[src/rtl/mod3_pkg.sv]
// Package: shared types and table-generation helpers for the residue-three
// cascade. Assumes the modulus is fixed at three, so a residue fits in 2 bits.
package mod3_pkg;

    localparam int RES_W = 2;

    typedef logic [RES_W-1:0] res_t;

    // Number of lookup cells needed to absorb n operand bits, alpha per cell.
    function automatic int cell_count(input int n, input int alpha);
        return (n - RES_W + alpha - 1) / alpha;
    endfunction

    // Reduce an index by subtracting shifted multiples of three, high first.
    // Defined for every index, including ones an inner cell never sees.
    function automatic res_t reduce_index(input int y, input int idx_w);
        int acc;
        acc = y;
        for (int k = idx_w - 1; k >= 0; k--) begin
            if (acc >= (3 << k)) begin
                acc = acc - (3 << k);
            end
        end
        return res_t'(acc);
    endfunction

endpackage

[src/rtl/mod3_lut_cell.sv]
// Combinational lookup cell: maps {residue, ALPHA new bits} to a new residue.
// The table is computed at elaboration. Entries whose residue field is 3 are
// filled with the true remainder, so the cell is also valid as the head cell.
module mod3_lut_cell
    import mod3_pkg::*;
#(
    parameter int ALPHA = 1
) (
    input  res_t             r_in,
    input  logic [ALPHA-1:0] grp,
    output res_t             r_out
);

    localparam int IDX_W = RES_W + ALPHA;
    localparam int DEPTH = 1 << IDX_W;

    // Build the flattened table, one residue per index.
    function automatic logic [RES_W*DEPTH-1:0] build_table();
        logic [RES_W*DEPTH-1:0] t;
        t = '0;
        for (int i = 0; i < DEPTH; i++) begin
            t[RES_W*i +: RES_W] = reduce_index(i, IDX_W);
        end
        return t;
    endfunction

    localparam logic [RES_W*DEPTH-1:0] TABLE = build_table();

    logic [IDX_W-1:0] idx;

    // Form the lookup index and read the table.
    always_comb begin
        idx   = {r_in, grp};
        r_out = TABLE[RES_W*idx +: RES_W];
    end

endmodule

[src/rtl/mod3_skew_reg.sv]
// Plain data register that carries not-yet-consumed operand bits down the
// pipeline so they reach their cell in step with the residue. No reset:
// the contents only matter when the matching valid bit is set.
module mod3_skew_reg #(
    parameter int WIDTH = 1
) (
    input  logic             clk,
    input  logic [WIDTH-1:0] d,
    output logic [WIDTH-1:0] q
);

    // Delay the remaining operand bits by one cycle.
    always_ff @(posedge clk) begin
        q <= d;
    end

endmodule

[src/rtl/mod3_stage.sv]
// One pipeline stage: a lookup cell followed by a residue register and a
// valid register. Assumes r_in is below 3 except at the head stage.
module mod3_stage
    import mod3_pkg::*;
#(
    parameter int ALPHA = 1
) (
    input  logic             clk,
    input  logic             rst_n,
    input  logic             v_in,
    input  res_t             r_in,
    input  logic [ALPHA-1:0] grp,
    output logic             v_q,
    output res_t             r_q
);

    res_t r_next;

    mod3_lut_cell #(.ALPHA(ALPHA)) u_cell (
        .r_in  (r_in),
        .grp   (grp),
        .r_out (r_next)
    );

    // Valid register, cleared by synchronous reset.
    always_ff @(posedge clk) begin
        if (!rst_n) begin
            v_q <= 1'b0;
        end else begin
            v_q <= v_in;
        end
    end

    // Residue register; data path is not reset.
    always_ff @(posedge clk) begin
        r_q <= r_next;
    end


    stage_res_range_chk: assert property (@(posedge clk) disable iff (!rst_n)
        v_q |-> (r_q != 2'b11));


    stage_valid_track_chk: assert property (@(posedge clk) disable iff (!rst_n)
        $rose(v_q) |-> $past(v_in));

endmodule

[src/rtl/mod3_cascade.sv]
// Top: residue-three reducer built from CELLS lookup stages. The operand is
// zero-padded at the top to RES_W + CELLS*ALPHA bits. The head stage takes
// the top two padded bits as its residue, and every stage consumes ALPHA
// bits, most significant first. Assumes N_BITS >= 3 and ALPHA >= 1.
module mod3_cascade
    import mod3_pkg::*;
#(
    parameter int N_BITS = 8,
    parameter int ALPHA  = 1
) (
    input  logic              clk,
    input  logic              rst_n,
    input  logic              in_valid,
    input  logic [N_BITS-1:0] in_x,
    output logic              out_valid,
    output logic [1:0]        out_res
);

    localparam int CELLS = cell_count(N_BITS, ALPHA);
    localparam int PAD_W = RES_W + CELLS * ALPHA;
    localparam int PAD   = PAD_W - N_BITS;

    logic [PAD_W-1:0] x_pad;

    // Widen the operand with zeros on top when the bit count does not divide.
    if (PAD > 0) begin : g_pad
        assign x_pad = {{PAD{1'b0}}, in_x};
    end else begin : g_nopad
        assign x_pad = in_x;
    end

    for (genvar k = 0; k < CELLS; k++) begin : g_st
        localparam int REM_IN = (CELLS - k) * ALPHA;

        logic [REM_IN-1:0] rem_in;
        res_t              r_in;
        logic              v_in;
        res_t              r_q;
        logic              v_q;

        if (k == 0) begin : g_head
            assign rem_in = x_pad[REM_IN-1:0];
            assign r_in   = x_pad[PAD_W-1 -: RES_W];
            assign v_in   = in_valid;
        end else begin : g_link
            assign rem_in = g_st[k-1].g_rem.rem_q;
            assign r_in   = g_st[k-1].r_q;
            assign v_in   = g_st[k-1].v_q;
        end

        mod3_stage #(.ALPHA(ALPHA)) u_stage (
            .clk   (clk),
            .rst_n (rst_n),
            .v_in  (v_in),
            .r_in  (r_in),
            .grp   (rem_in[REM_IN-1 -: ALPHA]),
            .v_q   (v_q),
            .r_q   (r_q)
        );

        if (k < CELLS - 1) begin : g_rem
            logic [REM_IN-ALPHA-1:0] rem_q;

            mod3_skew_reg #(.WIDTH(REM_IN - ALPHA)) u_skew (
                .clk (clk),
                .d   (rem_in[REM_IN-ALPHA-1:0]),
                .q   (rem_q)
            );
        end
    end

    assign out_valid = g_st[CELLS-1].v_q;
    assign out_res   = g_st[CELLS-1].r_q;


    rst_flush_chk: assert property (@(posedge clk)
        !rst_n |=> !out_valid);


    res_known_chk: assert property (@(posedge clk) disable iff (!rst_n)
        out_valid |-> !$isunknown(out_res));


    out_range_chk: assert property (@(posedge clk) disable iff (!rst_n)
        out_valid |-> (out_res <= 2'd2));

endmodule

[config.mk]
export PLATFORM = sky130hd
export DESIGN_NAME = mod3_cascade
export DESIGN_NICKNAME = d
export VERILOG_FILES = /design/src/rtl/mod3_pkg.sv /design/src/rtl/mod3_lut_cell.sv /design/src/rtl/mod3_skew_reg.sv /design/src/rtl/mod3_stage.sv /design/src/rtl/mod3_cascade.sv
export SDC_FILE = /design/constraint.sdc
export NUM_CORES = 1
export LEC_CHECK = 0
export BUFFER_PORTS_ARGS = -buffer_cell sky130_fd_sc_hd__buf_2
export CAP_MARGIN = 40
export CORE_MARGIN = 2
export CORE_UTILIZATION = 53
export DETAILED_ROUTE_END_ITERATION = 8
export PLACE_DENSITY = 0.74
export SYNTH_ARGS = -nofsm -noshare
export SYNTH_HDL_FRONTEND = slang
export SYNTH_SLANG_ARGS = --single-unit
[constraint.sdc]
create_clock -name clk -period 1.25 [get_ports clk]
set_input_delay 0.25 -clock clk [delete_from_list [all_inputs] [get_ports clk]]
set_output_delay 0.25 -clock clk [all_outputs]
set_load 0.01 [all_outputs]
==> metrics.txt, run 1 <==
CTS tree yes; CTS-repair resized insts 0; Max Clk Rate around 0.97 GHz; Synth Net Count between 90 and 100; worst hold path class in2reg; crit end category register; setup_tns 0 ns; # port buffers 13; RSZ-0062 raised after global routing false; routed vias 557; first-pass GRT wire length roughly 2.1 mm; fin. max-slew vios 0; Reg-to-Reg Start g_st[4].g_rem.u_skew.q$_DFF_P_; yosys warns 0; status complete, no violations; layout cells sized above 1 31.3%; Max Cap Viol 0; Rel. slew slack 90.6%; CTS Buffer Depth 2; pin count of the biggest net entering global routing 12; leakage power 0.000624 uW; CTS Buf Count 5; crit share post-route 82.4%; CTS Hold Bufs 2; critical path required time approximately 1.5 ns; root buffer cell clkbuf_4; R2R cell count 3; vias in the first global route 582; H-tree Lvls 2; Worst-Skew Late Latency between 0.3 and 0.4 ns; Place WS 0.170 ns; WHS Endpoint g_st[0].g_rem.u_skew.q[4]$_DFF_P_; final wirelength approximately 1.1 mm; GP Congestion 0.612; clk slew on worst S/H paths 0.10 ns; Worst-Margin Slew 0.141 ns; Hold Fails Final Rpt 0; Setup Skew 0.00584 ns; n_diodes 0; critical path startpoint category register; kind of critical path reg2reg; Gate Count Post-Synth 75; Syn Std Cell Area 0.00107 sq mm; Worst Path Arrival 1.25 ns; die height 48.9 um; ranking of synthesized cells by area dfxtp_1 (62%), ha_1 (14%), mux2_4 (14%), inv_1 (4.2%), and2_1 (3.5%); R2R setup slack between 0.2 and 0.25 ns; die width 48.9 um; Setup Viol. Count Final 0; Final Cell Area 0.00125 sq mm; HPWL Detailed 855 um; Remaining DRCs 0; Final #Nets 121; setup ws final ~0.22 ns; die area 0.00239 sq mm; Avg Inst Size Synth between 10 and 15 sq um; Min-Delay Path Depth 1; synth-to-layout area growth 17.3%; min cycle time layout 1.03 ns; fin cells about 130; worst-path maximum fanout 2; top cell type's share of synthesized area between 60% and 70%; maximum VDD drop 1.01 mV; DR vias/cell 4.42; core region area 0.00192 sq mm; Routed wire per std cell 8.92 um; Post-Place Cells between 100 and 150; CP Launch Point g_st[4].g_rem.u_skew.q$_DFF_P_; initial core utilization 55.5%; Total GRT Usage 12.4%; area post-placement 0.00116 sq mm; FF-to-FF End g_st[5].u_stage.r_q[0]$_DFF_P_; register area share after synthesis 62.0%; register bit total from synthesis 33; row cnt 16; Hold Worst Slack 0.0229 ns; initial antenna violation count 0; worst hold path startpoint in_x[4]; Overflow after GRT 0; pwr dens 1570 mW/mm^2; I/O pin count 14; Post-CTS Setup Inserts 0; Sink Count 33; drt first pass iters 3; Yosys top cell by area dfxtp_1; Detail Route Antenna Nets 0; DRT iter0 DRCs 3; synth unique cells 6
-- cell type report --
type,count,area (sq um)
sequential,33,661
multi-input combinational,30,360
clock inverter,3,17.5
timing repair buffer,16,95.1
fill,164,672
tap,27,33.8
inverter,12,45.0
clock buffer,5,37.5
-- cells by family (layout without fill, tap and decap cells) --
kind of cell | after synthesis | in the layout | synth area share [%]
flip-flops | 33 | 33 | 62.0
adder cells (fa/ha/maj) | 12 | 12 | 14.1
multiplexers | 12 | 12 | 16.2
buffers and inverters | 12 | 36 | 4.23
AND/OR/NAND/NOR | 6 | 6 | 3.52
-- cells in the mapped netlist --
cell	number
dfxtp_1	33
mux2_4	10
inv_1	12
mux2_1	2
ha_1	12
and2_1	6
-- critical path, cell delays in order, from the launching register on --
cell and delay (ns):
dfxtp_1 0.35, inv_1 0.05, ha_1 0.28, mux2_4 0.26
-- state kept, by name, indices dropped and copies added (netlist names) --
name	count
g_st.g_rem.u_skew.q	15
g_st.u_stage.r_q	12
g_st.u_stage.v_q	6
-- layer usage --
metal / GRT usage (%) / vias to the layer above / share of wire [%]
li1: - / 278 / -
met2: 21.9 / 15 / 54
met4: 10.0 / 0 / 2.8
met3: 4.91 / 3 / 5.7
met5: 0 / - / 0
met1: 11.1 / 261 / 38
-- report_power, final --
group          leakage (uW)  internal [uW]  switching [uW]
combinational      0.000317            151            71.0
sequential         0.000276           1150            47.7
clock             0.0000310            212             339
total              0.000624           1510             457
-- metrics by stage --
step | utilization [%] | total power (uW)
after floorplan | - | 1380
after global placement | 60.6 | 1430
after detailed placement | 60.6 | 1440
after CTS | 64.5 | 2010
after global routing | 65.0 | 2090
final | 65.0 | 1970
-- worst max-delay path by stage --
stage	end	slack, ns	cells after the start
after floorplan	g_st[1].u_stage.r_q[0]$_DFF_P_	0.27	3
after CTS	g_st[5].u_stage.r_q[0]$_DFF_P_	0.21	3
after global placement	g_st[0].u_stage.r_q[0]$_DFF_P_	0.21	4
after global routing	g_st[4].u_stage.r_q[0]$_DFF_P_	0.18	3
after detailed placement	g_st[0].u_stage.r_q[0]$_DFF_P_	0.17	4
final	g_st[5].u_stage.r_q[0]$_DFF_P_	0.22	3
-- cell usage in the layout, fill, tap and decap left out --
cell type and instances:
and2_1 6, inv_1 12, mux2_1 2, buf_2 13, ha_1 12, clkbuf_4 5
mux2_4 10, clkinvlp_4 1, dlygate4sd3_1 3, dfxtp_1 33, clkinv_2 2
Note: power is estimated with default switching activity, not from simulation.
==> run 2: changes to the inputs <==
clock period = 1.01 ns   (was 1.25 ns; I/O delays follow)
==> run 2 against run 1 <==
  * Sequential share of layout area is 2.0 points lower
  * Non-clock buffer count is 2 higher
  * Hold slack better by 0.057 ns
  * Global-route usage is 0.55 points higher
  * Critical endpoint unchanged
  * Fmax is 3.9% higher
  * Sequential power is 25% higher
  * Largest power group unchanged
  * Wire length is 16% higher
  * Combinational power is 41% higher
  * Die area stayed put
  * Total power is 27% higher
  * Clock power is 25% higher
  * Critical path type unchanged
  * Clock skew is 0.0022 ns lower
==> metrics.txt, run 2 (synthesized netlist as in run 1, its figures left out) <==
Top reg by flops g_st.g_rem.u_skew.q; area post-placement 0.00116 sq mm (unchanged); Detail Route Antenna Nets 0 (unchanged); final wirelength 1.31 mm (+16%); Worst-Skew Late Latency 0.32 ns (about the same); row cnt 16 (unchanged); GP Congestion 0.606 (-1.0%); Fillers 141 (-14%); initial antenna violation count 0 (unchanged); Total GRT Usage 13.0% (+0.55 points); layout cells sized above 1 43.6% (+12 points); worst hold path startpoint in_valid; pin count of the biggest net entering global routing 12 (unchanged); initial core utilization 55.5% (unchanged); min cycle time layout 0.991 ns (-0.0390 ns); CTS tree yes; Overflow after GRT 0 (unchanged); H-tree Lvls 2 (unchanged); root buffer cell clkbuf_4; vias in the first global route 587 (+0.86%); drt first pass iters 4 (+1); Setup Viol. Count Final 0 (unchanged); CTS Buffer Depth 2 (unchanged); Max Clk Rate 1.01 GHz (+3.9%); Remaining DRCs 0 (unchanged); Worst-Margin Slew 0.143 ns (+0.00272 ns); worst hold path class in2reg; biggest regs g_st.g_rem.u_skew.q: 15 flops, g_st.u_stage.r_q: 12 flops, g_st.u_stage.v_q: 6 flops; Min-Delay Path Depth 2 (+1); I/O pin count 14 (unchanged); crit share post-route 98.1% (+16 points); Largest register FFs 15 (unchanged); Max Cap Viol 0 (unchanged); R2R setup slack 0.02 ns (-0.20 ns); Final Cell Area 0.00132 sq mm (+5.2%); commonest non-fill, non-tap cell in the layout dfxtp_1; Sink Count 33 (unchanged); Routed wire per std cell 10.2 um (+15%); critical path startpoint category register; Hold Fails Final Rpt 0 (unchanged); status complete, no violations; fin. max-slew vios 0 (unchanged); RSZ-0062 raised after global routing true; CTS Buf Count 5 (unchanged); synth-to-layout area growth 23.4%; DRT iter0 DRCs 5 (+2); core region area 0.00192 sq mm (unchanged); n_diodes 0 (unchanged); die height 48.9 um (unchanged); die width 48.9 um (unchanged); critical path required time 1.24 ns (-0.23 ns); Rel. slew slack 90.4% (-0.18 points); Reg-to-Reg Start g_st[4].g_rem.u_skew.q$_DFF_P_; R2R cell count 3 (unchanged); kind of critical path reg2reg; first-pass GRT wire length 2.17 mm (+1.6%); clk slew on worst S/H paths 0.10 ns (about the same); Final #Nets 123 (+1.7%); HPWL Detailed 880 um (+2.9%); setup_tns 0 ns (unchanged); pwr dens 1900 mW/mm^2 (+20%); Setup Skew 0.00362 ns (-0.00222 ns); WHS Endpoint g_st[0].u_stage.v_q$_SDFF_PN0_; DR vias/cell 4.38 (-0.86%); # port buffers 13 (unchanged); commonest non-fill, non-tap cells in the layout dfxtp_1 (27), buf_2 (13), mux2_4 (10); routed vias 561 (+0.72%); maximum VDD drop 1.27 mV (+26%); die area 0.00239 sq mm (unchanged); Worst Path Arrival 1.22 ns (-0.03 ns); worst-path maximum fanout 2 (unchanged); CP Launch Point g_st[4].g_rem.u_skew.q$_DFF_P_; crit end category register; leakage power 0.000631 uW (+1.2%); FF-to-FF End g_st[5].u_stage.r_q[0]$_DFF_P_
run 2: cell types whose count changed in the layout (fill, tap and decap cells not counted):
cell and change:
dfxtp_1 -6, dfxtp_2 +6, dlygate4sd3_1 +2, ha_1 -3
ha_4 +3, inv_1 -4, inv_2 +4
run 2: timing repair:
item / in CTS / in global routing
buffers inserted: 0 / 0
resized for setup: 4 / 9
hold endpoints to repair: 5 / 0
endpoints found under the setup margin: 5 / 6
hold buffers: 5 / 0
pin swaps: 3 / 4
gates cloned: 0 / 0
run 2: routing by layer:
| metal | global-route usage, % | part of all wire [%] |
|---|---|---|
| met1 | 10.5 | 39 |
| met2 | 24.0 | 52 |
| met3 | 4.60 | 6.4 |
| met4 | 11.4 | 1.7 |
| met5 | 0 | 0 |
run 2: worst max-delay path by stage:
stage / end / depth (start not counted)
floorplan: g_st[1].u_stage.r_q[0]$_DFF_P_ / 3
global placement: g_st[0].u_stage.r_q[0]$_DFF_P_ / 4
detailed placement: g_st[0].u_stage.r_q[0]$_DFF_P_ / 4
CTS: g_st[4].u_stage.r_q[0]$_DFF_P_ / 3
global route: g_st[3].u_stage.r_q[1]$_DFF_P_ / 3
finish: g_st[5].u_stage.r_q[0]$_DFF_P_ / 3
run 2: report_power, final:
group / total, uW / switching (uW) / internal (uW)
Clock: 688 / 426 / 262
Sequential: 1500 / 68.8 / 1430
Combinational: 312 / 103 / 209
Total: 2500 / 597 / 1900
run 2: cell type report:
cell class	count	area, sq um	share of cell area, %
sequential	33	668	50.8
multi-input combinational	30	398	30.3
clock inverter	3	17.5	1.33
timing repair buffer	18	115	8.75
clock buffer	5	37.5	2.85
tap	27	33.8	2.57
inverter	12	45.0	3.43
run 2: metrics by stage:
step | cells | total power (uW) | util (%) | hold slack [ns] | worst slack [ns]
floorplan | 75 | 1700 | - | 0.230 | 0.0293
global placement | 115 | 1760 | 60.6 | 0.305 | -0.00172
detailed placement | 115 | 1790 | 60.6 | 0.306 | -0.0224
CTS | 128 | 2500 | 66.3 | 0.0640 | -0.0120
global route | 128 | 2630 | 68.4 | 0.0747 | -0.0124
finish | 128 | 2500 | 68.4 | 0.0801 | 0.0190
run 2: worst max-delay path, stage by stage, from the launching register on:
cell and delay, ns:
dfxtp_2 0.35, inv_2 0.03, ha_1 0.26, mux2_4 0.25
==> run 3: changes to the inputs <==
ABC_AREA = 1   (was unset)
ABC_CLOCK_PERIOD_IN_PS = 1010   (was unset)
==> run 3 against run 2 <==
  * Hold slack got worse by 0.013 ns
  * Combinational power decreased by 25%
  * Total power increased by 0.45%
  * Synthesized area decreased by 0.70%
  * Count of clock-buffer cells in the layout increased by 2
  * Synthesized cell count increased by 48%
  * Design area decreased by 2.9%
  * Cell count increased by 28%
  * Highest routed layer unchanged
==> metrics.txt, run 3 <==
register area share after synthesis 62.4% (+0.44 points); Reg-to-Reg Start g_st[4].g_rem.u_skew.q$_DFF_P_; synth unique cells 4 (-2); fraction of registers with async set/reset 0% (unchanged); H-tree Lvls 2 (unchanged); routed vias 692 (+23%); worst-path maximum fanout 1 (-1); Main synth FF type dfxtp_1; WHS Endpoint g_st[0].u_stage.v_q$_SDFF_PN0_; Remaining DRCs 0 (unchanged); Max Cap Viol 0 (unchanged); critical path startpoint category register; critical path's slowest cell dfxtp_1; worst-path cell chain buf_2; Final Cell Area 0.00128 sq mm (-2.9%); RSZ-0062 raised after global routing true; R2R setup slack 0.12 ns (+0.10 ns); CP max stage delay 0.32 ns (-0.03 ns); Syn Std Cell Area 0.00106 sq mm (-0.70%); die width 48.7 um (-0.33%); count leader, synth nand2_1; initial antenna violation count 0 (unchanged); Synth Net Count 134 (+37%); critical path required time 0.81 ns (-0.43 ns); maximum VDD drop 1.22 mV (-4.5%); register bit total from synthesis 33 (unchanged); Top Layer Used met4; fin cells 164 (+28%); final wirelength 1.37 mm (+4.3%); Worst-Margin Slew 0.110 ns (-0.0338 ns); DRT iter0 DRCs 4 (-1); Max Clk Rate 1.04 GHz (+2.8%); I/O pin count 14 (unchanged); Hold Fails Final Rpt 0 (unchanged); biggest regs g_st.g_rem.u_skew.q: 15 flops, g_st.u_stage.r_q: 12 flops, g_st.u_stage.v_q: 6 flops; n_diodes 0 (unchanged); row cnt 16 (unchanged); Worst-Skew Late Latency 0.32 ns (about the same); mux share of post-synthesis cell area 0% (-16 points); clk slew on worst S/H paths 0.10 ns (about the same); Min-Delay Path Depth 3 (+1); synth-to-layout area growth 20.7%; CTS tree yes; worst hold path startpoint in_valid; length of routed met3 wiring 63 um (-25%); die height 48.7 um (-0.33%); Largest register FFs 15 (unchanged); # port buffers 13 (unchanged); sum of buffers and inverters on the critical path 1 (unchanged); crit end category primary output; setup_tns 0 ns (unchanged); Top reg by flops g_st.g_rem.u_skew.q; largest family of logic cells by synthesized area simple AND/OR/NAND/NOR gates; status complete, no violations; Pwr Total 2510 uW (+0.45%); Worst Path Arrival 0.76 ns (-0.46 ns); Post-synth EDFFs 0 (unchanged); Adder-Cell Fraction of Synth Area 14.2% (+0.10 points); crit share post-route 95.4% (-2.7 points); Hold Worst Slack 0.0669 ns (-0.0132 ns); top cell type's share of synthesized area 62.4% (+0.44 points); Sink Count 33 (unchanged); Setup Viol. Count Final 0 (unchanged); Avg Inst Size Synth 9.54 sq um (-33%); pwr dens 1960 mW/mm^2 (+3.4%); CP top delay family flip-flops; Yosys top cell by area dfxtp_1; post-synthesis xor/xnor area fraction 0% (unchanged); root buffer cell clkbuf_4; Post-CTS Setup Inserts 0 (unchanged); min cycle time layout 0.964 ns (-0.0271 ns); vias in the first global route 651 (+11%); R2R cell count 4 (+1); DR vias/cell 4.22 (-3.7%); die area 0.00237 sq mm (-0.65%); Rel. slew slack 92.7% (+2.3 points); Gate Count Post-Synth 111 (+48%); met1 WL 550 um (+6.4%); Setup Skew 0.00632 ns (+0.00270 ns); Total GRT Usage 14.0% (+0.98 points); initial core utilization 55.1% (-0.39 points); first-pass GRT wire length 2.37 mm (+9.6%); pin count of the biggest net entering global routing 11 (-1); met2 WL 736 um (+7.6%); fin. max-slew vios 0 (unchanged); commonest non-fill, non-tap cells in the layout nand2_1 (42), dfxtp_1 (33), inv_1 (24); HPWL Detailed 961 um (+9.3%); Final #Nets 159 (+29%); yosys warns 0 (unchanged); Post-Place Cells 151 (+31%); CTS Buffer Depth 2 (unchanged); Post-Synth Simple-Gate Area 14.9% (+11 points); worst hold path class in2reg; Routed wire per std cell 8.32 um (-19%); ranking of synthesized cells by area dfxtp_1 (62%), nand2_1 (15%), ha_1 (14%), inv_1 (8.5%); kind of critical path reg2out; commonest non-fill, non-tap cell in the layout nand2_1; most frequent cells after synthesis nand2_1 (42), dfxtp_1 (33), inv_1 (24); area post-placement 0.00116 sq mm (-0.64%); layout cells sized above 1 15.3% (-28 points); GP Congestion 0.630 (+4.0%); core region area 0.00192 sq mm (unchanged); Overflow after GRT 0 (unchanged); drt first pass iters 2 (-2); Detail Route Antenna Nets 0 (unchanged); leakage power 0.000722 uW (+14%); CTS Buf Count 5 (unchanged); Compound-Gate Fraction of Synth Area 0% (unchanged); FF-to-FF End g_st[5].u_stage.r_q[0]$_DFF_P_; Fillers 162 (+15%)
[run 3: kinds of logic after synthesis]
kind of cell / count (synthesis)
buffers and inverters: 24
adders and majority gates: 12
and+or+nand+nor: 42
DFF: 33
[run 3: worst max-delay path by stage]
stage                                   startpoint                             end  depth (start not counted)
finish              g_st[5].u_stage.v_q$_SDFF_PN0_                       out_valid                          1
global route        g_st[5].u_stage.r_q[1]$_DFF_P_                      out_res[1]                          1
CTS                 g_st[5].u_stage.v_q$_SDFF_PN0_                       out_valid                          1
detailed placement  g_st[4].g_rem.u_skew.q$_DFF_P_  g_st[5].u_stage.r_q[0]$_DFF_P_                          4
global placement    g_st[2].u_stage.r_q[0]$_DFF_P_  g_st[3].u_stage.r_q[0]$_DFF_P_                          4
floorplan           g_st[2].u_stage.r_q[0]$_DFF_P_  g_st[3].u_stage.r_q[0]$_DFF_P_                          4
[run 3: what timing repair did]
action                     in CTS  in global routing
setup endpoints to repair       0                  2
resized for setup               0                  0
hold endpoints to repair        5                  0
hold buffers                    5                  0
[run 3: report_power, final]
group | leakage [uW] | switching [uW] | internal [uW]
Sequential | 0.000276 | 49.5 | 1420
Clock | 0.0000413 | 405 | 403
Combinational | 0.000405 | 122 | 112
[run 3: routing by layer]
layer	global-route usage, %	up-vias
met5	0	-
met4	7.14	0
met3	9.26	3
met2	24.2	13
met1	12.1	310
li1	-	366
[run 3: layout make-up]
type | instances | area, sq um | share of cell area, %
Clock buffer | 7 | 65.1 | 5.09
Clock inverter | 1 | 5.00 | 0.392
Inverter | 24 | 90.1 | 7.05
Multi-Input combinational cell | 54 | 308 | 24.1
Sequential cell | 33 | 661 | 51.7
Tap cell | 27 | 33.8 | 2.64
Timing Repair Buffer | 18 | 115 | 9.01
[run 3: through the flow]
step                      worst slack, ns  utilization, %
after floorplan                     0.184               -
after global placement              0.155            60.2
after detailed placement            0.136            60.2
after CTS                          0.0167            66.5
after global routing             -0.00543            66.5
final                              0.0461            66.5
